==> src/rtl/fdc_pkg.sv <==
package fdc_pkg;
  typedef logic [7:0] byte_t;

  localparam int SLOT_DATA   = 0;
  localparam int SLOT_TIMER  = 1;
  localparam int SLOT_ERR    = 2;
  localparam int SLOT_MODE   = 3;
  localparam int SLOT_SEL    = 4;
  localparam int SLOT_SETUP  = 5;
  localparam int SLOT_CCLR   = 6;
  localparam int SLOT_CSET   = 7;
  localparam int SLOT_INTR   = 8;
  localparam int SLOT_NSEEK  = 9;
  localparam int SLOT_TRK    = 10;
  localparam int SLOT_SEC    = 11;
  localparam int SLOT_GAP    = 12;
  localparam int SLOT_TSECT  = 13;
  localparam int SLOT_NSECT  = 14;
  localparam int SLOT_IEN    = 15;

  localparam int SETUP_SRST_BIT = 7;
  localparam int CTRL_IEN_BIT   = 0;
  localparam int INTR_W         = 6;
  localparam int ERR_W          = 4;
endpackage

==> src/rtl/fdc_tick.sv <==
module fdc_tick #(
  parameter int DIV = 50
) (
  input  logic clk,
  input  logic rst_n,
  input  logic restart_i,
  output logic tick_o
);
  localparam int CW = (DIV > 1) ? $clog2(DIV) : 1;
  localparam logic [CW-1:0] LAST = CW'(DIV - 1);

  logic [CW-1:0] cnt_q;

  assign tick_o = (cnt_q == LAST) && !restart_i;

  always_ff @(posedge clk or negedge rst_n) begin
    if (!rst_n)             cnt_q <= '0;
    else if (restart_i)     cnt_q <= '0;
    else if (cnt_q == LAST) cnt_q <= '0;
    else                    cnt_q <= cnt_q + 1'b1;
  end
endmodule

==> src/rtl/fdc_downcnt.sv <==
module fdc_downcnt #(
  parameter int W = 8
) (
  input  logic         clk,
  input  logic         rst_n,
  input  logic         srst_i,
  input  logic         load_i,
  input  logic [W-1:0] load_val_i,
  input  logic         tick_i,
  output logic [W-1:0] q_o,
  output logic         done_o
);
  localparam logic [W-1:0] ONE = W'(1);

  logic [W-1:0] q;

  assign q_o    = q;
  assign done_o = tick_i && (q == ONE) && !load_i && !srst_i;

  always_ff @(posedge clk or negedge rst_n) begin
    if (!rst_n)                  q <= '0;
    else if (srst_i)             q <= '0;
    else if (load_i)             q <= load_val_i;
    else if (tick_i && q != '0)  q <= q - ONE;
  end
endmodule

==> src/rtl/fdc_flagbank.sv <==
module fdc_flagbank #(
  parameter int W = 6
) (
  input  logic         clk,
  input  logic         rst_n,
  input  logic         srst_i,
  input  logic         rdclr_i,
  input  logic [W-1:0] set_i,
  output logic [W-1:0] q_o
);
  for (genvar i = 0; i < W; i++) begin : g_flag
    always_ff @(posedge clk or negedge rst_n) begin
      if (!rst_n)         q_o[i] <= 1'b0;
      else if (srst_i)    q_o[i] <= 1'b0;
      else if (set_i[i])  q_o[i] <= 1'b1;
      else if (rdclr_i)   q_o[i] <= 1'b0;
    end
  end
endmodule

==> src/rtl/fdc_regbank.sv <==
module fdc_regbank
  import fdc_pkg::*;
#(
  parameter int REG_SHIFT  = 4,
  parameter int CLK_PER_US = 50,
  localparam int ADDR_W    = REG_SHIFT + 4
) (
  input  logic              clk,
  input  logic              rst_n,
  input  logic              bus_wr,
  input  logic              bus_rd,
  input  logic [ADDR_W-1:0] bus_addr,
  input  logic [7:0]        bus_wdata,
  output logic [7:0]        bus_rdata,
  input  logic [4:0]        ev_i,
  input  logic [3:0]        err_i,
  input  logic              fifo1_i,
  input  logic              fifo2_i,
  input  logic              sense_i,
  input  logic              rddata_i,
  input  logic              mark_i,
  input  logic [7:0]        trk_i,
  input  logic [7:0]        sec_i,
  output logic [7:0]        ctrl_o,
  output logic [7:0]        mode_o,
  output logic [7:0]        sel_o,
  output logic [7:0]        setup_o,
  output logic [7:0]        data_o,
  output logic [7:0]        nseek_o,
  output logic [7:0]        gap_o,
  output logic [7:0]        tsect_o,
  output logic [7:0]        nsect_o,
  output logic              irq_o
);
  // slot decode
  logic [3:0] slot;
  logic       aligned;
  logic [15:0] wr_hit, rd_hit;

  assign slot    = bus_addr[ADDR_W-1 -: 4];
  assign aligned = (bus_addr[REG_SHIFT-1:0] == '0);

  for (genvar s = 0; s < 16; s++) begin : g_dec
    assign wr_hit[s] = bus_wr && aligned && (slot == 4'(s));
    assign rd_hit[s] = bus_rd && aligned && (slot == 4'(s));
  end

  logic srst;
  assign srst = wr_hit[SLOT_SETUP] && bus_wdata[SETUP_SRST_BIT];

  // plain registers and control aliases
  byte_t data_q, mode_q, sel_q, setup_q, ctrl_q, nseek_q, gap_q, tsect_q, nsect_q, ien_q;

  always_ff @(posedge clk or negedge rst_n) begin
    if (!rst_n) begin
      data_q  <= '0; mode_q  <= '0; sel_q   <= '0; setup_q <= '0; ctrl_q <= '0;
      nseek_q <= '0; gap_q   <= '0; tsect_q <= '0; nsect_q <= '0; ien_q  <= '0;
    end else begin
      if (wr_hit[SLOT_DATA])  data_q  <= bus_wdata;
      if (wr_hit[SLOT_MODE])  mode_q  <= bus_wdata;
      if (wr_hit[SLOT_SEL])   sel_q   <= bus_wdata;
      if (wr_hit[SLOT_SETUP]) setup_q <= {1'b0, bus_wdata[6:0]};
      if (wr_hit[SLOT_NSEEK]) nseek_q <= bus_wdata;
      if (wr_hit[SLOT_GAP])   gap_q   <= bus_wdata;
      if (wr_hit[SLOT_TSECT]) tsect_q <= bus_wdata;
      if (wr_hit[SLOT_NSECT]) nsect_q <= bus_wdata;
      if (wr_hit[SLOT_IEN])   ien_q   <= bus_wdata;
      if (srst)                    ctrl_q <= '0;
      else if (wr_hit[SLOT_CCLR])  ctrl_q <= ctrl_q & ~bus_wdata;
      else if (wr_hit[SLOT_CSET])  ctrl_q <= ctrl_q | bus_wdata;
    end
  end

  // timer
  logic       tick, tdone;
  logic [7:0] timer_q;

  fdc_tick #(.DIV(CLK_PER_US)) u_tick (
    .clk       (clk),
    .rst_n     (rst_n),
    .restart_i (wr_hit[SLOT_TIMER] || srst),
    .tick_o    (tick)
  );

  fdc_downcnt #(.W(8)) u_timer (
    .clk        (clk),
    .rst_n      (rst_n),
    .srst_i     (srst),
    .load_i     (wr_hit[SLOT_TIMER]),
    .load_val_i (bus_wdata),
    .tick_i     (tick),
    .q_o        (timer_q),
    .done_o     (tdone)
  );

  // latched interrupt causes and error causes
  logic [INTR_W-1:0] intr_q;
  logic [ERR_W-1:0]  errf_q;

  fdc_flagbank #(.W(INTR_W)) u_intr (
    .clk     (clk),
    .rst_n   (rst_n),
    .srst_i  (srst),
    .rdclr_i (rd_hit[SLOT_INTR]),
    .set_i   ({ev_i, tdone}),
    .q_o     (intr_q)
  );

  fdc_flagbank #(.W(ERR_W)) u_err (
    .clk     (clk),
    .rst_n   (rst_n),
    .srst_i  (srst),
    .rdclr_i (rd_hit[SLOT_ERR]),
    .set_i   (err_i),
    .q_o     (errf_q)
  );

  byte_t intr_byte, err_byte, status_byte;
  logic  pend;

  assign intr_byte   = {2'b00, intr_q};
  assign err_byte    = {errf_q[3], errf_q[2], 3'b000, errf_q[1], 1'b0, errf_q[0]};
  assign pend        = |(intr_byte & ien_q);
  assign status_byte = {fifo1_i, fifo2_i, |errf_q, 1'b0, sense_i, rddata_i, pend, mark_i};
  assign irq_o       = ctrl_q[CTRL_IEN_BIT] && pend;

  // read mux
  byte_t rmux;
  always_comb begin
    unique case (slot)
      4'(SLOT_DATA):  rmux = data_q;
      4'(SLOT_TIMER): rmux = timer_q;
      4'(SLOT_ERR):   rmux = err_byte;
      4'(SLOT_MODE):  rmux = mode_q;
      4'(SLOT_SEL):   rmux = sel_q;
      4'(SLOT_SETUP): rmux = setup_q;
      4'(SLOT_CCLR):  rmux = ctrl_q;
      4'(SLOT_CSET):  rmux = status_byte;
      4'(SLOT_INTR):  rmux = intr_byte;
      4'(SLOT_NSEEK): rmux = nseek_q;
      4'(SLOT_TRK):   rmux = trk_i;
      4'(SLOT_SEC):   rmux = sec_i;
      4'(SLOT_GAP):   rmux = gap_q;
      4'(SLOT_TSECT): rmux = tsect_q;
      4'(SLOT_NSECT): rmux = nsect_q;
      default:        rmux = ien_q;
    endcase
  end

  assign bus_rdata = (bus_rd && aligned) ? rmux : 8'h00;

  assign ctrl_o  = ctrl_q;
  assign mode_o  = mode_q;
  assign sel_o   = sel_q;
  assign setup_o = setup_q;
  assign data_o  = data_q;
  assign nseek_o = nseek_q;
  assign gap_o   = gap_q;
  assign tsect_o = tsect_q;
  assign nsect_o = nsect_q;
endmodule

==> config.mk <==
export PLATFORM = sky130hd
export DESIGN_NAME = fdc_regbank
export DESIGN_NICKNAME = d
export VERILOG_FILES = /design/src/rtl/fdc_pkg.sv /design/src/rtl/fdc_tick.sv /design/src/rtl/fdc_downcnt.sv /design/src/rtl/fdc_flagbank.sv /design/src/rtl/fdc_regbank.sv
export SDC_FILE = /design/constraint.sdc
export NUM_CORES = 1
export LEC_CHECK = 0
export CAP_MARGIN = 10
export CORE_MARGIN = 10
export CORE_UTILIZATION = 50
export CTS_CLUSTER_DIAMETER = 120
export CTS_CLUSTER_SIZE = 10
export DETAILED_ROUTE_END_ITERATION = 6
export PLACE_DENSITY = 0.8
export SLEW_MARGIN = 20
export SYNTH_ARGS = -nofsm -noshare
export SYNTH_HDL_FRONTEND = slang
export SYNTH_SLANG_ARGS = --single-unit
==> constraint.sdc <==
create_clock -name clk -period 3.8 [get_ports clk]
set_clock_uncertainty 0.15 [all_clocks]
set_input_delay 0.95 -clock clk [delete_from_list [all_inputs] [get_ports clk]]
set_output_delay 0.95 -clock clk [all_outputs]
set_load 0.005 [all_outputs]
==> impl_metrics.ini <==
[status]
status = complete, no violations

[logic_synthesis]
seq_area_frac_synth_pct = 46.55
synth_edf_count = 0
synthArstFlopShare_pct = 100.0
synth_cells = 515
synth_warnings = 0
synth_seq_cells = 103
synth_cell_types = 60
synth_area_leaders = dfrtp_1 (47%), mux2_2 (15%), a21oi_1 (4.8%), o21ai_0 (2.4%), nor2_1 (2.3%)
syn-cell-area_mm2 = 0.005537
syn_nets = 569
synth_top_area_share_pct = 46.55
synth-main-ff-cell = dfrtp_1
synth.largest_area_cell = dfrtp_1
avgSynthCellArea_um2 = 10.75

[route]
viasPerCell = 6.229
detail_route.first_pass.iterations = 5
met3_length_um = 1862
routed_wl_um = 21440
drt_iter0_drc = 556
top_layer_used = met4
wl_per_cell_um = 24.93
drc = 0
wl_met1_um = 8931
drtAntennaViolNets = 0
vias = 5357
wl_met2_um = 10060

[final_layout]
fill_cells = 824
areaGrowthSynthToFinish_pct = 42.46
insertedDiodeCount = 0
drive_above_1_share_pct = 32.22
num-nets-final = 769

[sta]
worst_pin_slew_ns = 0.7318
clock.fmax_mhz = 270.1
rsz0062_at_grt = no
final-hold-violation-count = 0
hold_ws_ns = 0.3525
relSlewSlack_pct = 51.21
setup_violations = 0
fin_tns_setup_ns = 0
drv_slew = 0
min_period_over_period_pct = 97.42
min_period_ns = 3.702

[power_and_ir_drop]
switching_power_uw = 819.1
total_power_mw = 2.575
sw_frac_of_total_pct = 31.81
p_seq_share_pct = 50.6
p_leak_nw = 3.458
pwr_density_cell_mw_per_mm2 = 326.4
power_frac_clock_pct = 26.3
p_int_mw = 1.756
ir_drop_mv = 0.3311
combPwrFrac_pct = 23.1

[critical_path]
critPathLaunchType = input pin
path_depth = 8
cp_max_fo = 4
path_buf_inv = 4
cpMostUsedCell = buf_4
critPathKind = input pin to output pin
path_cells = clkdlybuf4s50_1, nor4_2, buf_4, and2_4, buf_4, o21ai_1, a31oi_4, clkdlybuf4s15_2
slowest_delay_ns = 0.43
crit_family = buffers and inverters
cp.required_ns = 2.70
slowest_stage = clkdlybuf4s50_1
worstPathArrival_ns = 2.60
end_kind = output pin
worst-r2r-cell-count = 7

[clock_network]
clock_latency_ns = 0.40
clockBufferDepth = 2
cts_tree = built
cts_buffers = 9
clockRootBuffer = clkbuf_8
clock-sinks = 103
clkTransAtPathRegs_ns = 0.11
cts_max_level = 3

[placed_design]
place_congestion = 0.9397
dpl.hpwl_um = 16460
io_buffer_count = 129

[global_routing]
grt_pass1_wl_um = 33420
overflow = 0
antenna_found_initial = 0
grt_max_degree = 55
grt_pass1_vias = 5574
grtUsageTotal_pct = 26.82

[floorplanning]
dieWidth_um = 125.2
start_util_pct = 51.07
die-area_mm2 = 0.01568
ios = 131
rows = 38
core_mm2 = 0.01084
fp.dieH_um = 125.2

[min_path]
hold_path.class = flip-flop to flip-flop
hold_path_depth = 1

[run]
maxCapViolCount = 0
metrics by stage:
step,instance area [µm²],worst slack [ns],cells,util (%)
final,7888,0.09821,860,72.76
after floorplan,5537,0.4403,515,-
after CTS,7883,0.02389,860,72.71
after detailed placement,7502,-0.4041,832,69.21
after global routing,7888,0.007162,860,72.76
after global placement,7502,-0.3759,832,69.21
cells by family (layout without fill, tap and decap cells):
| kind of cell | after synthesis | after routing | synth area share (%) |
|---|---|---|---|
| and+or+nand+nor | 126 | 126 | 12.36 |
| other | 1 | 1 | 0.06773 |
| xor gates and xnor gates | 6 | 6 | 0.9493 |
| muxes | 92 | 92 | 19.25 |
| buffers and inverters | 43 | 248 | 3.480 |
| adders and majority gates | 4 | 4 | 0.9040 |
| AOI/OAI and AO/OA | 140 | 140 | 16.43 |
| DFF | 103 | 103 | 46.55 |
timing repair:
item,in CTS,in global routing
buffers inserted,10,0
hold buffers,0,0
pin swaps,9,2
gates cloned,2,0
endpoints found under the setup margin,8,6
resized for setup,45,12
worst reg2reg max path, delay by kind of cell (launching register included):
kind            cells  cell delay, ns
fa+ha+maj           1            0.28
buf+inv             1            0.10
simple gates        2            0.37
compound gates      2            0.78
xor+xnor            1            0.17
flops               1            0.42
per-layer routing:
metal  GRT usage, %  vias up
met3          6.126       39
met2          43.38      313
met5              0        -
met4          8.943        0
met1          34.72     2668
li1               -     2337
layout by cell type, fill, tap and decap left out, types with 3 or more instances in the layout:
| cell | netlist | final |
|---|---|---|
| nand3_1 | 13 | 13 |
| a31oi_1 | 6 | 5 |
| clkbuf_8 | 0 | 9 |
| o21ai_0 | 27 | 22 |
| o21ai_1 | 0 | 3 |
| buf_4 | 4 | 85 |
| nand2_1 | 27 | 26 |
| xnor2_1 | 3 | 3 |
| a22o_1 | 3 | 3 |
| a311oi_1 | 8 | 8 |
| nor2_2 | 2 | 6 |
| buf_2 | 13 | 3 |
| dfrtp_1 | 103 | 103 |
| o22ai_1 | 5 | 5 |
| mux2_2 | 76 | 76 |
| a21oi_1 | 53 | 52 |
| dlygate4sd2_1 | 0 | 4 |
| nor2b_1 | 10 | 8 |
| and3_1 | 5 | 5 |
| nor2_1 | 34 | 30 |
| a22oi_1 | 9 | 7 |
| nor3b_1 | 3 | 3 |
| ha_1 | 4 | 4 |
| xor2_1 | 3 | 3 |
| inv_1 | 6 | 5 |
| nand4_1 | 7 | 7 |
| buf_12 | 0 | 4 |
| and2_1 | 4 | 3 |
| a221oi_1 | 5 | 4 |
| clkdlybuf4s50_1 | 0 | 116 |
| a32oi_1 | 4 | 4 |
| mux4_2 | 4 | 4 |
| mux2i_1 | 12 | 12 |
| clkbuf_2 | 0 | 3 |
| buf_6 | 0 | 3 |
state kept, by name, indices dropped and copies added (netlist names):
name          count
data_o            8
sel_o             8
nsect_o           8
setup_o           7
u_tick.cnt_q      6
u_err.q_o         4
u_timer.q_o       8
mode_o            8
nseek_o           8
u_intr.q_o        6
gap_o             8
tsect_o           8
ctrl_o            8
ien_q             8
synth_stat cells, drive strengths merged (5+ instances only):
master and instances:
clkbuf 11, o22ai 5, inv 6, nand2 27, a21oi 53, nor2 36, nand4 7, a221oi 5
and2 5, and3 5, buf 23, a31oi 6, a22oi 9, a311oi 8, nor2b 10, o21ai 27
dfrtp 103, mux2 76, mux2i 12, nand3 13
final cells by class:
cell class,count,area [µm²],share of cell area (%)
clock inverter,6,62.56,0.7931
clock buffer,10,127.6,1.618
multi-input combinational,369,2848,36.10
tap,140,175.2,2.221
timing repair buffer,223,2057,26.08
inverter,9,40.04,0.5076
sequential,103,2577,32.68
worst paths after layout:
path,start,endpoint,slack (ns)
hold / removal,u_tick.cnt_q[0],u_tick.cnt_q[0],0.35
min in group asynchronous,rst_n,setup_o[3],0.46
hold reg to reg,u_tick.cnt_q[0],u_tick.cnt_q[0],0.35
setup / recovery,bus_addr[2],bus_rdata[0],0.1
max in group asynchronous,rst_n,ien_q[5],2.32
setup reg to reg,u_timer.q_o[0],u_timer.q_o[7],1.46
power groups by stage:
stage / sequential, mW / clock (mW) / combinational [mW]
2_1_floorplan: 1.29 / 0 / 0.276
3_3_place_gp: 1.31 / 0 / 0.543
3_5_place_dp: 1.32 / 0 / 0.566
4_1_cts: 1.30 / 0.686 / 0.590
5_1_grt: 1.32 / 0.727 / 0.639
6_report: 1.30 / 0.678 / 0.595
No activity file was read; power rests on OpenSTA's default activity.
